[src/rtl/sshift_pkg.sv]
package sshift_pkg;
  localparam int OP_W = 2;

  typedef enum logic [OP_W-1:0] {
    OP_PASS  = 2'b00,
    OP_SPARE = 2'b01,
    OP_DBL   = 2'b10,
    OP_HALF  = 2'b11
  } opSel_e;

  typedef struct packed {
    logic selDbl;
    logic selHalf;
    logic chkTopPair;
    logic chkLowBit;
  } ctrlStrobes_t;
endpackage

[src/rtl/sshift_ctrl.sv]
module sshift_ctrl
  import sshift_pkg::*;
(
  input  logic [OP_W-1:0] opCode,
  output ctrlStrobes_t    strobes
);
  opSel_e opSel;

  always_comb begin
    opSel   = opSel_e'(opCode);
    strobes = '0;
    unique case (opSel)
      OP_DBL: begin
        strobes.selDbl     = 1'b1;
        strobes.chkTopPair = 1'b1;
      end
      OP_HALF: begin
        strobes.selHalf   = 1'b1;
        strobes.chkLowBit = 1'b1;
      end
      OP_PASS, OP_SPARE: strobes = '0;
      default: strobes = '0;
    endcase
  end
endmodule

[src/rtl/sshift_datapath.sv]
module sshift_datapath
  import sshift_pkg::*;
#(
  parameter int WIDTH = 8
) (
  input  logic [WIDTH-1:0] operand,
  input  ctrlStrobes_t     strobes,
  output logic [WIDTH-1:0] result,
  output logic             overflowErr
);
  localparam int MSB = WIDTH - 1;

  logic [WIDTH-1:0] fromBelow;
  logic [WIDTH-1:0] fromAbove;

  for (genvar i = 0; i < WIDTH; i++) begin : g_slice
    if (i == 0) begin : g_low
      assign fromBelow[i] = 1'b0;
    end else begin : g_mid_lo
      assign fromBelow[i] = operand[i-1];
    end

    if (i == MSB) begin : g_top
      assign fromAbove[i] = operand[MSB];
    end else begin : g_mid_hi
      assign fromAbove[i] = operand[i+1];
    end

    always_comb begin
      if (strobes.selDbl)       result[i] = fromBelow[i];
      else if (strobes.selHalf) result[i] = fromAbove[i];
      else                      result[i] = operand[i];
    end
  end

  logic topPairSplit;
  logic lowBitSet;

  assign topPairSplit = operand[MSB] ^ operand[MSB-1];
  assign lowBitSet    = operand[0];
  assign overflowErr  = (strobes.chkTopPair & topPairSplit)
                      | (strobes.chkLowBit & lowBitSet);
endmodule

[src/rtl/sshift_unit.sv]
module sshift_unit
  import sshift_pkg::*;
#(
  parameter int WIDTH = 8
) (
  input  logic [WIDTH-1:0] operand,
  input  logic [1:0]       opCode,
  output logic [WIDTH-1:0] result,
  output logic             overflowErr
);
  ctrlStrobes_t strobes;

  sshift_ctrl u_ctrl (
    .opCode  (opCode),
    .strobes (strobes)
  );

  sshift_datapath #(.WIDTH(WIDTH)) u_dp (
    .operand     (operand),
    .strobes     (strobes),
    .result      (result),
    .overflowErr (overflowErr)
  );
endmodule

[config.mk]
export PLATFORM = sky130hd
export DESIGN_NAME = sshift_unit
export DESIGN_NICKNAME = d
export VERILOG_FILES = /design/src/rtl/sshift_pkg.sv /design/src/rtl/sshift_ctrl.sv /design/src/rtl/sshift_datapath.sv /design/src/rtl/sshift_unit.sv
export SDC_FILE = /design/constraint.sdc
export NUM_CORES = 1
export LEC_CHECK = 0
export BUFFER_PORTS_ARGS = -buffer_cell sky130_fd_sc_hd__buf_2
export CAP_MARGIN = 20
export CORE_AREA = 2 2 39 41
export DETAILED_ROUTE_END_ITERATION = 10
export DIE_AREA = 0 0 41 43
export PLACE_DENSITY = 0.35
export SYNTH_ARGS = -nofsm -noshare
export SYNTH_HDL_FRONTEND = slang
export SYNTH_SLANG_ARGS = --single-unit
[constraint.sdc]
create_clock -name vclk -period 1.8
set_clock_uncertainty 0.15 [all_clocks]
set_input_delay 0.18 -clock vclk [all_inputs]
set_output_delay 0.18 -clock vclk [all_outputs]
set_load 0.01 [all_outputs]
==> results.json, run 1 <==
{
  "status": "completed",
  "grt_use_met3_pct": 0,
  "max_clock_freq_mhz": 722,
  "total_power_uw": 76.7,
  "syn-cell-area_um2": 190,
  "worstSetupEndpointType": "primary output",
  "fin_ws_ns": 0.415,
  "dp_slack_ns": 0.422,
  "seq_area_frac_synth_pct": 0,
  "finalCriticalPeriod_ns": 1.39,
  "gp_congestion": 0.616,
  "finalCritPeriodShare_pct": 77.0,
  "holdBufCountCts": 0,
  "grt_pass1_vias": 182,
  "syn_inst": 28,
  "die-width_um": 41,
  "core_um2": 1380,
  "rows": 14,
  "synth-compound-area-share_pct": 23.7,
  "use_met2_pct": 9.69,
  "finalNetCount": 57,
  "port_buffers": 19,
  "rsz0062_at_grt": "no",
  "critPathMaxFanout": 16,
  "synth.top_cell.area_share_pct": 31.6,
  "pin_count": 19,
  "slowest_stage": "mux2_4",
  "setup-tns-final_ns": 0,
  "die-area_um2": 1760,
  "die_h_um": 43,
  "p_leak_nw": 0.165,
  "finalHoldViolations": 0,
  "grt_use_total_pct": 6.29,
  "ir_worst_vdd_mv": 0.0520,
  "start_util_pct": 13.7,
  "seq_cells": 0,
  "synth_simple_gate_area_share_pct": 22.4,
  "crit_required_ns": 1.47,
  "multi_input_comb_area_um2": 171,
  "cp_top_family": "buffers and inverters",
  "syn_area_per_cell_um2": 6.79,
  "busiest_layer": "met1",
  "drc": 0,
  "worst_path_most_repeated_cell": "buf_2",
  "synth_top_family_by_area": "multiplexers",
  "crit_arrival_ns": 1.06,
  "setup_viol": 0,
  "critical_path.cell_chain": "buf_2, nor2b_2, mux2_4, buf_2",
  "grt_overflow": 0,
  "nFillCells": 164,
  "first_pass_iters": 4,
  "drt_iter0_markers": 4,
  "relSlewSlack_pct": 83.4,
  "drtAntennaViolNets": 0,
  "areaGrowthSynthToFinish_pct": 52.6,
  "syn_nets": 38,
  "antenna_found_initial": 0,
  "synth.largest_area_cell": "mux2i_1",
  "post-route-util_pct": 21.0,
  "drv_slew": 0,
  "max_stage_delay_ns": 0.30,
  "viasPerCell": 3.92,
  "synth_area_leaders": "mux2i_1, a21oi_1, nor2_1",
  "drive_gt1_share_pct": 46.7,
  "register_area_um2": 0,
  "grt_pass1_wl_um": 841,
  "yosys-top-cells-count": "a21oi_1, mux2i_1, nor2_1",
  "num_antenna_cells": 0,
  "maxCapViolCount": 0,
  "startpoint_type": "primary input",
  "cts-resized-gates": 0,
  "post_cts_buffers": 0,
  "hold_class": "in2out",
  "worstSetupPathType": "in2out",
  "synthMuxAreaShare_pct": 39.5,
  "wl_um": 538,
  "worst_pin_slew_ns": 0.249,
  "use_met1_pct": 10.1,
  "wl_per_cell_um": 8.82,
  "path_buf_inv": 2,
  "nClkBuffers": 0,
  "synth_xor_xnor_area_share_pct": 4.61,
  "synthAdderAreaFrac_pct": 0,
  "power.density_nw_per_um2": 264,
  "grt_max_degree": 17,
  "synth.distinct_cells": 12,
  "yosysWarnings": 0,
  "dr_total_vias": 239
}
==> layout by cell type, fill, tap and decap left out, drive strengths merged <==
cell type  count
o21ai          1
nand2b         1
a21oi          6
mux2i          6
inv            1
nor2b          1
nor2           6
buf           19
o211a          1
mux2           1
xor2           1
nand3          1
==> metal layers <==
metal  vias up  part of all wire, %
met4         0                    0
li1        134                    -
met3         0                  8.0
met2        12                   45
met1        93                   47
met5         -                    0
==> power breakdown <==
| part | internal [mW] | total, mW | switching, mW |
|---|---|---|---|
| Combinational | 0.0367 | 0.0767 | 0.0400 |
| Clock | 0 | 0 | 0 |
| Sequential | 0 | 0 | 0 |
==> worst min-delay path: stages <==
cell	delay, ns
buf_2	0.11
inv_1	0.04
o21ai_0	0.06
buf_2	0.14
==> area by class of cell <==
type                       count  area share, %
tap                           16           6.90
inverter                       1           1.29
timing repair buffer          19           32.8
multi-input combinational     25           59.1
==> through the flow <==
stage	hold WS [ns]	cell area, µm²	cells
global route	0.583	290	61
CTS	0.556	290	61
finish	0.557	290	61
detailed placement	0.557	290	61
floorplan	0.345	190	28
global placement	0.567	290	61
==> worst paths after layout <==
kind	start	to	slack [ns]	cells past startpoint
setup / recovery	opCode[1]	result[7]	0.41	4
hold / removal	operand[0]	result[0]	0.56	4
==> logic make-up after synthesis <==
group                     Yosys count
and+or+nand+nor                     9
AOI/OAI and AO/OA                   8
muxes                               7
buffers and inverters               3
xor gates and xnor gates            1
No activity file was read; power rests on OpenSTA's default activity.
==> run 2, diff against run 1 <==
--- a/config.mk
+++ b/config.mk
@@ -5,12 +5,13 @@
 export SDC_FILE = /design/constraint.sdc
 export NUM_CORES = 1
 export LEC_CHECK = 0
+export ABC_AREA = 1
 export BUFFER_PORTS_ARGS = -buffer_cell sky130_fd_sc_hd__buf_2
 export CAP_MARGIN = 20
 export CORE_AREA = 2 2 39 41
 export DETAILED_ROUTE_END_ITERATION = 10
 export DIE_AREA = 0 0 41 43
-export PLACE_DENSITY = 0.35
+export PLACE_DENSITY = 0.37
 export SYNTH_ARGS = -nofsm -noshare
 export SYNTH_HDL_FRONTEND = slang
 export SYNTH_SLANG_ARGS = --single-unit
==> constraint.sdc (replaced) <==
create_clock -name vclk -period 1.2
set_clock_uncertainty 0.15 [all_clocks]
set_input_delay 0.12 -clock vclk [all_inputs]
set_output_delay 0.12 -clock vclk [all_outputs]
set_load 0.01 [all_outputs]
==> results.json, run 2 <==
{
  "nFillCells": 169,
  "drv_slew": 0,
  "nClkBuffers": 0,
  "grt_overflow": 0,
  "final_cells": 75,
  "dpl.cell_count": 75,
  "gp_congestion": 0.725,
  "synth.distinct_cells": 8,
  "worstHoldStart": "operand[1]",
  "syn_inst": 41,
  "dr_wl_met2_um": 272,
  "viasPerCell": 4.23,
  "crit_required_ns": 0.93,
  "worstSetupPathType": "in2out",
  "syn-cell-area_um2": 195,
  "wl_um": 624,
  "register_area_um2": 0,
  "setup-tns-final_ns": 0,
  "mostFrequentLayoutCell": "nand2_1",
  "yosysWarnings": 0,
  "die-width_um": 41,
  "finalNetCount": 71,
  "crit_arrival_ns": 0.79,
  "grt_max_degree": 10,
  "finalCriticalPeriod_ns": 1.06,
  "total_power_uw": 118,
  "die_h_um": 43,
  "die-area_um2": 1760,
  "wl_per_cell_um": 8.32,
  "synth_area_leaders": "nand2_1, nand3_1, nor2_8",
  "drive_gt1_share_pct": 37.3,
  "yosys-top-cells-count": "nand2_1, nand3_1, inv_1",
  "first_pass_iters": 4,
  "maxCapViolCount": 0,
  "grt_pass1_wl_um": 869,
  "grt_use_total_pct": 6.39,
  "max_clock_freq_mhz": 940,
  "yosysMostFrequentCell": "nand2_1",
  "finalHoldViolations": 0,
  "hold_path_depth": 4,
  "rsz0062_at_grt": "no",
  "core_um2": 1380,
  "hold_class": "in2out",
  "p_leak_nw": 0.191,
  "syn_nets": 51,
  "synth.largest_area_cell": "nand2_1",
  "multi_input_comb_area_um2": 173,
  "finalCritPeriodShare_pct": 88.7,
  "port_buffers": 19,
  "startpoint_type": "primary input",
  "power.density_nw_per_um2": 386,
  "syn_area_per_cell_um2": 4.76,
  "wl_met3_um": 84,
  "critPathMaxFanout": 9,
  "top_layer": "met3",
  "synth.top_cell.area_share_pct": 42.3,
  "seq_area_frac_synth_pct": 0,
  "antenna_found_initial": 0,
  "wl_met1_um": 268,
  "layout_common_cells": "nand2_1, buf_2, nand3_1",
  "seq_cells": 0,
  "dp_hpwl_um": 523,
  "setup_viol": 0,
  "cts-resized-gates": 0,
  "status": "completed",
  "drc": 0,
  "holdBufCountCts": 0,
  "ir_worst_vdd_mv": 0.100,
  "start_util_pct": 14.1,
  "post_cts_buffers": 0,
  "worst_pin_slew_ns": 0.189,
  "hold_path_end": "result[0]",
  "post-route-util_pct": 22.1,
  "relSlewSlack_pct": 87.4,
  "drtAntennaViolNets": 0,
  "grt_pass1_vias": 221,
  "pin_count": 19,
  "num_antenna_cells": 0,
  "dr_total_vias": 317,
  "worstSetupEndpointType": "primary output",
  "rows": 14,
  "areaGrowthSynthToFinish_pct": 56.4,
  "drt_iter0_markers": 4
}
-- run 2: cell count changes in the layout (fill, tap and decap cells not counted), moves of 2 or more --
cell     change
inv_1        +2
nor2_1       -6
a21oi_1      -6
nand2_1     +22
mux2i_1      -6
nand3_1     +10
-- run 2: power by group --
group | internal [mW] | switching (mW)
clock network | 0 | 0
logic | 0.0486 | 0.0693
registers | 0 | 0
total | 0.0486 | 0.0693
-- run 2: worst max path at each step --
stage               from   endpoint  slack [ns]  depth (start not counted)
6_report       opCode[1]  result[7]        0.14                          6
5_1_grt        opCode[1]  result[5]        0.08                          6
3_5_place_dp   opCode[1]  result[7]        0.14                          6
4_1_cts        opCode[1]  result[7]        0.13                          6
3_3_place_gp   opCode[1]  result[7]        0.09                          6
2_1_floorplan  opCode[0]  result[7]        0.28                          3
-- run 2: cells by family after synthesis --
group | count (synthesis) | share of synthesized area (%)
simple gates | 35 | 85.9
compound gates | 1 | 2.56
buf+inv | 5 | 11.5
-- run 2: area by class of cell --
type / count / share of cell area (%)
inverters: 4 / 5.74
multi-input cells: 36 / 56.6
well taps: 16 / 6.56
repair buffers: 19 / 31.1
-- run 2: critical path, cell delays in order --
cell	delay, ns
buf_2	0.17
inv_4	0.09
nor2_8	0.14
nand2_1	0.06
o21ai_0	0.06
buf_2	0.15
-- run 2: routing by layer --
metal  vias to the layer above  track usage (%)
li1                        169                -
met1                       135             9.81
met2                        13             10.0
met3                         0            0.524
met4                         0                0
met5                         -                0
-- run 2: stage by stage --
stage	area, µm²	hold slack (ns)	worst slack, ns
global placement	305	0.404	0.0935
global route	305	0.432	0.0764
finish	305	0.395	0.136
floorplan	195	0.208	0.276
detailed placement	305	0.402	0.136
CTS	305	0.403	0.129
==> run 3, diff against run 2 <==
--- a/config.mk
+++ b/config.mk
@@ -7,11 +7,11 @@
 export LEC_CHECK = 0
 export ABC_AREA = 1
 export BUFFER_PORTS_ARGS = -buffer_cell sky130_fd_sc_hd__buf_2
-export CAP_MARGIN = 20
+export CAP_MARGIN = 10
 export CORE_AREA = 2 2 39 41
 export DETAILED_ROUTE_END_ITERATION = 10
 export DIE_AREA = 0 0 41 43
-export PLACE_DENSITY = 0.37
+export PLACE_DENSITY = 0.35
 export SYNTH_ARGS = -nofsm -noshare
 export SYNTH_HDL_FRONTEND = slang
 export SYNTH_SLANG_ARGS = --single-unit
==> constraint.sdc (replaced) <==
create_clock -name vclk -period 1.1
set_clock_uncertainty 0.15 [all_clocks]
set_input_delay 0.11 -clock vclk [all_inputs]
set_output_delay 0.11 -clock vclk [all_outputs]
set_load 0.01 [all_outputs]
==> results.json, run 3 (synthesized netlist as in run 2, its figures left out) <==
{
  "hold_path_depth": 4,
  "final_cells": 77,
  "core_um2": 1380,
  "drt_iter0_markers": 6,
  "power.density_nw_per_um2": 423,
  "drc": 0,
  "worstSetupPathType": "in2out",
  "viasPerCell": 4.29,
  "hold_class": "in2out",
  "num_antenna_cells": 0,
  "areaGrowthSynthToFinish_pct": 68.6,
  "wl_per_cell_um": 9.01,
  "seq_cells": 0,
  "gp_congestion": 0.730,
  "relSlewSlack_pct": 84.5,
  "maxCapViolCount": 0,
  "max_clock_freq_mhz": 982,
  "startpoint_type": "primary input",
  "p_leak_nw": 0.199,
  "dpl.cell_count": 76,
  "dp_hpwl_um": 539,
  "register_area_um2": 0,
  "hold_path_end": "result[0]",
  "die_h_um": 43,
  "setup-tns-final_ns": 0,
  "worstSetupEndpointType": "primary output",
  "drv_slew": 0,
  "port_buffers": 19,
  "clkPwrFrac_pct": 0,
  "switching_share_pct": 58.3,
  "finalCritPeriodShare_pct": 92.6,
  "start_util_pct": 14.1,
  "nClkBuffers": 0,
  "drive_gt1_share_pct": 39.3,
  "rsz0062_at_grt": "no",
  "status": "completed",
  "wl_um": 694,
  "drtAntennaViolNets": 0,
  "rows": 14,
  "p_sw_uw": 81.1,
  "grt_pass1_wl_mm": 1.12,
  "crit_arrival_ns": 0.76,
  "seq_power_share_pct": 0,
  "holdBufCountCts": 0,
  "finalNetCount": 73,
  "setup_viol": 0,
  "worst_pin_slew_ns": 0.232,
  "grt_pass1_vias": 274,
  "worstHoldStart": "operand[1]",
  "first_pass_iters": 4,
  "grt_use_total_pct": 8.29,
  "dr_total_vias": 330,
  "finalHoldViolations": 0,
  "die-area_um2": 1760,
  "die-width_um": 41,
  "finalCriticalPeriod_ns": 1.02,
  "ir_worst_vdd_mv": 0.102,
  "nFillCells": 165,
  "mostFrequentLayoutCell": "nand2_1",
  "antenna_found_initial": 0,
  "post_cts_buffers": 0,
  "critPathMaxFanout": 8,
  "p_int_uw": 58.1,
  "layout_common_cells": "nand2_1, buf_2, nand3_1",
  "comb_power_share_pct": 100.0,
  "cts-resized-gates": 0,
  "grt_max_degree": 10,
  "pin_count": 19,
  "crit_required_ns": 0.84,
  "grt_overflow": 0
}
## run 3: cell count changes in the layout (fill, tap and decap cells not counted), sizes merged
cell,change
clkbuf,+1
nor2,+1
## run 3: layer usage
metal	share of wire, %	global-route usage, %
met1	46	13.0
met3	9.2	0.524
met2	45	12.8
met5	0	0
met4	0	0
## run 3: layout make-up
class	count	area, µm²	area share [%]
Tap cell	16	20.0	6.08
Timing Repair Buffer	20	105	31.9
Inverter	4	20.0	6.08
Multi-Input combinational cell	37	184	55.9
## run 3: worst max path at each step
stage                     slack, ns  cells after the start   endpoint      start
after floorplan                0.20                      3  result[7]  opCode[0]
after global placement         0.06                      6  result[7]  opCode[1]
after detailed placement       0.07                      6  result[7]  opCode[1]
after CTS                      0.07                      6  result[7]  opCode[1]
after global routing          0.007                      6  result[7]  opCode[1]
final                          0.08                      6  result[4]  opCode[0]
## run 3: critical path: stages
cell,delay [ns]
buf_2,0.22
nand2_1,0.08
inv_1,0.09
nand2_1,0.06
nand3_1,0.07
buf_2,0.13
## run 3: power by group through the flow
| stage | combinational [mW] | clock (mW) | sequential [mW] |
|---|---|---|---|
| finish | 0.139 | 0 | 0 |
| global route | 0.156 | 0 | 0 |
| CTS | 0.134 | 0 | 0 |
| detailed placement | 0.134 | 0 | 0 |
| global placement | 0.136 | 0 | 0 |
| floorplan | 0.0697 | 0 | 0 |
## run 3: per-stage QoR
stage	total power, mW	setup WS (ns)	hold slack (ns)	instance area (µm²)	utilization (%)
CTS	0.134	0.0660	0.380	313	22.6
global route	0.156	0.00697	0.398	329	23.8
detailed placement	0.134	0.0656	0.377	313	22.6
finish	0.139	0.0812	0.378	329	23.8
floorplan	0.0697	0.196	0.188	195	-
global placement	0.136	0.0561	0.394	313	22.6
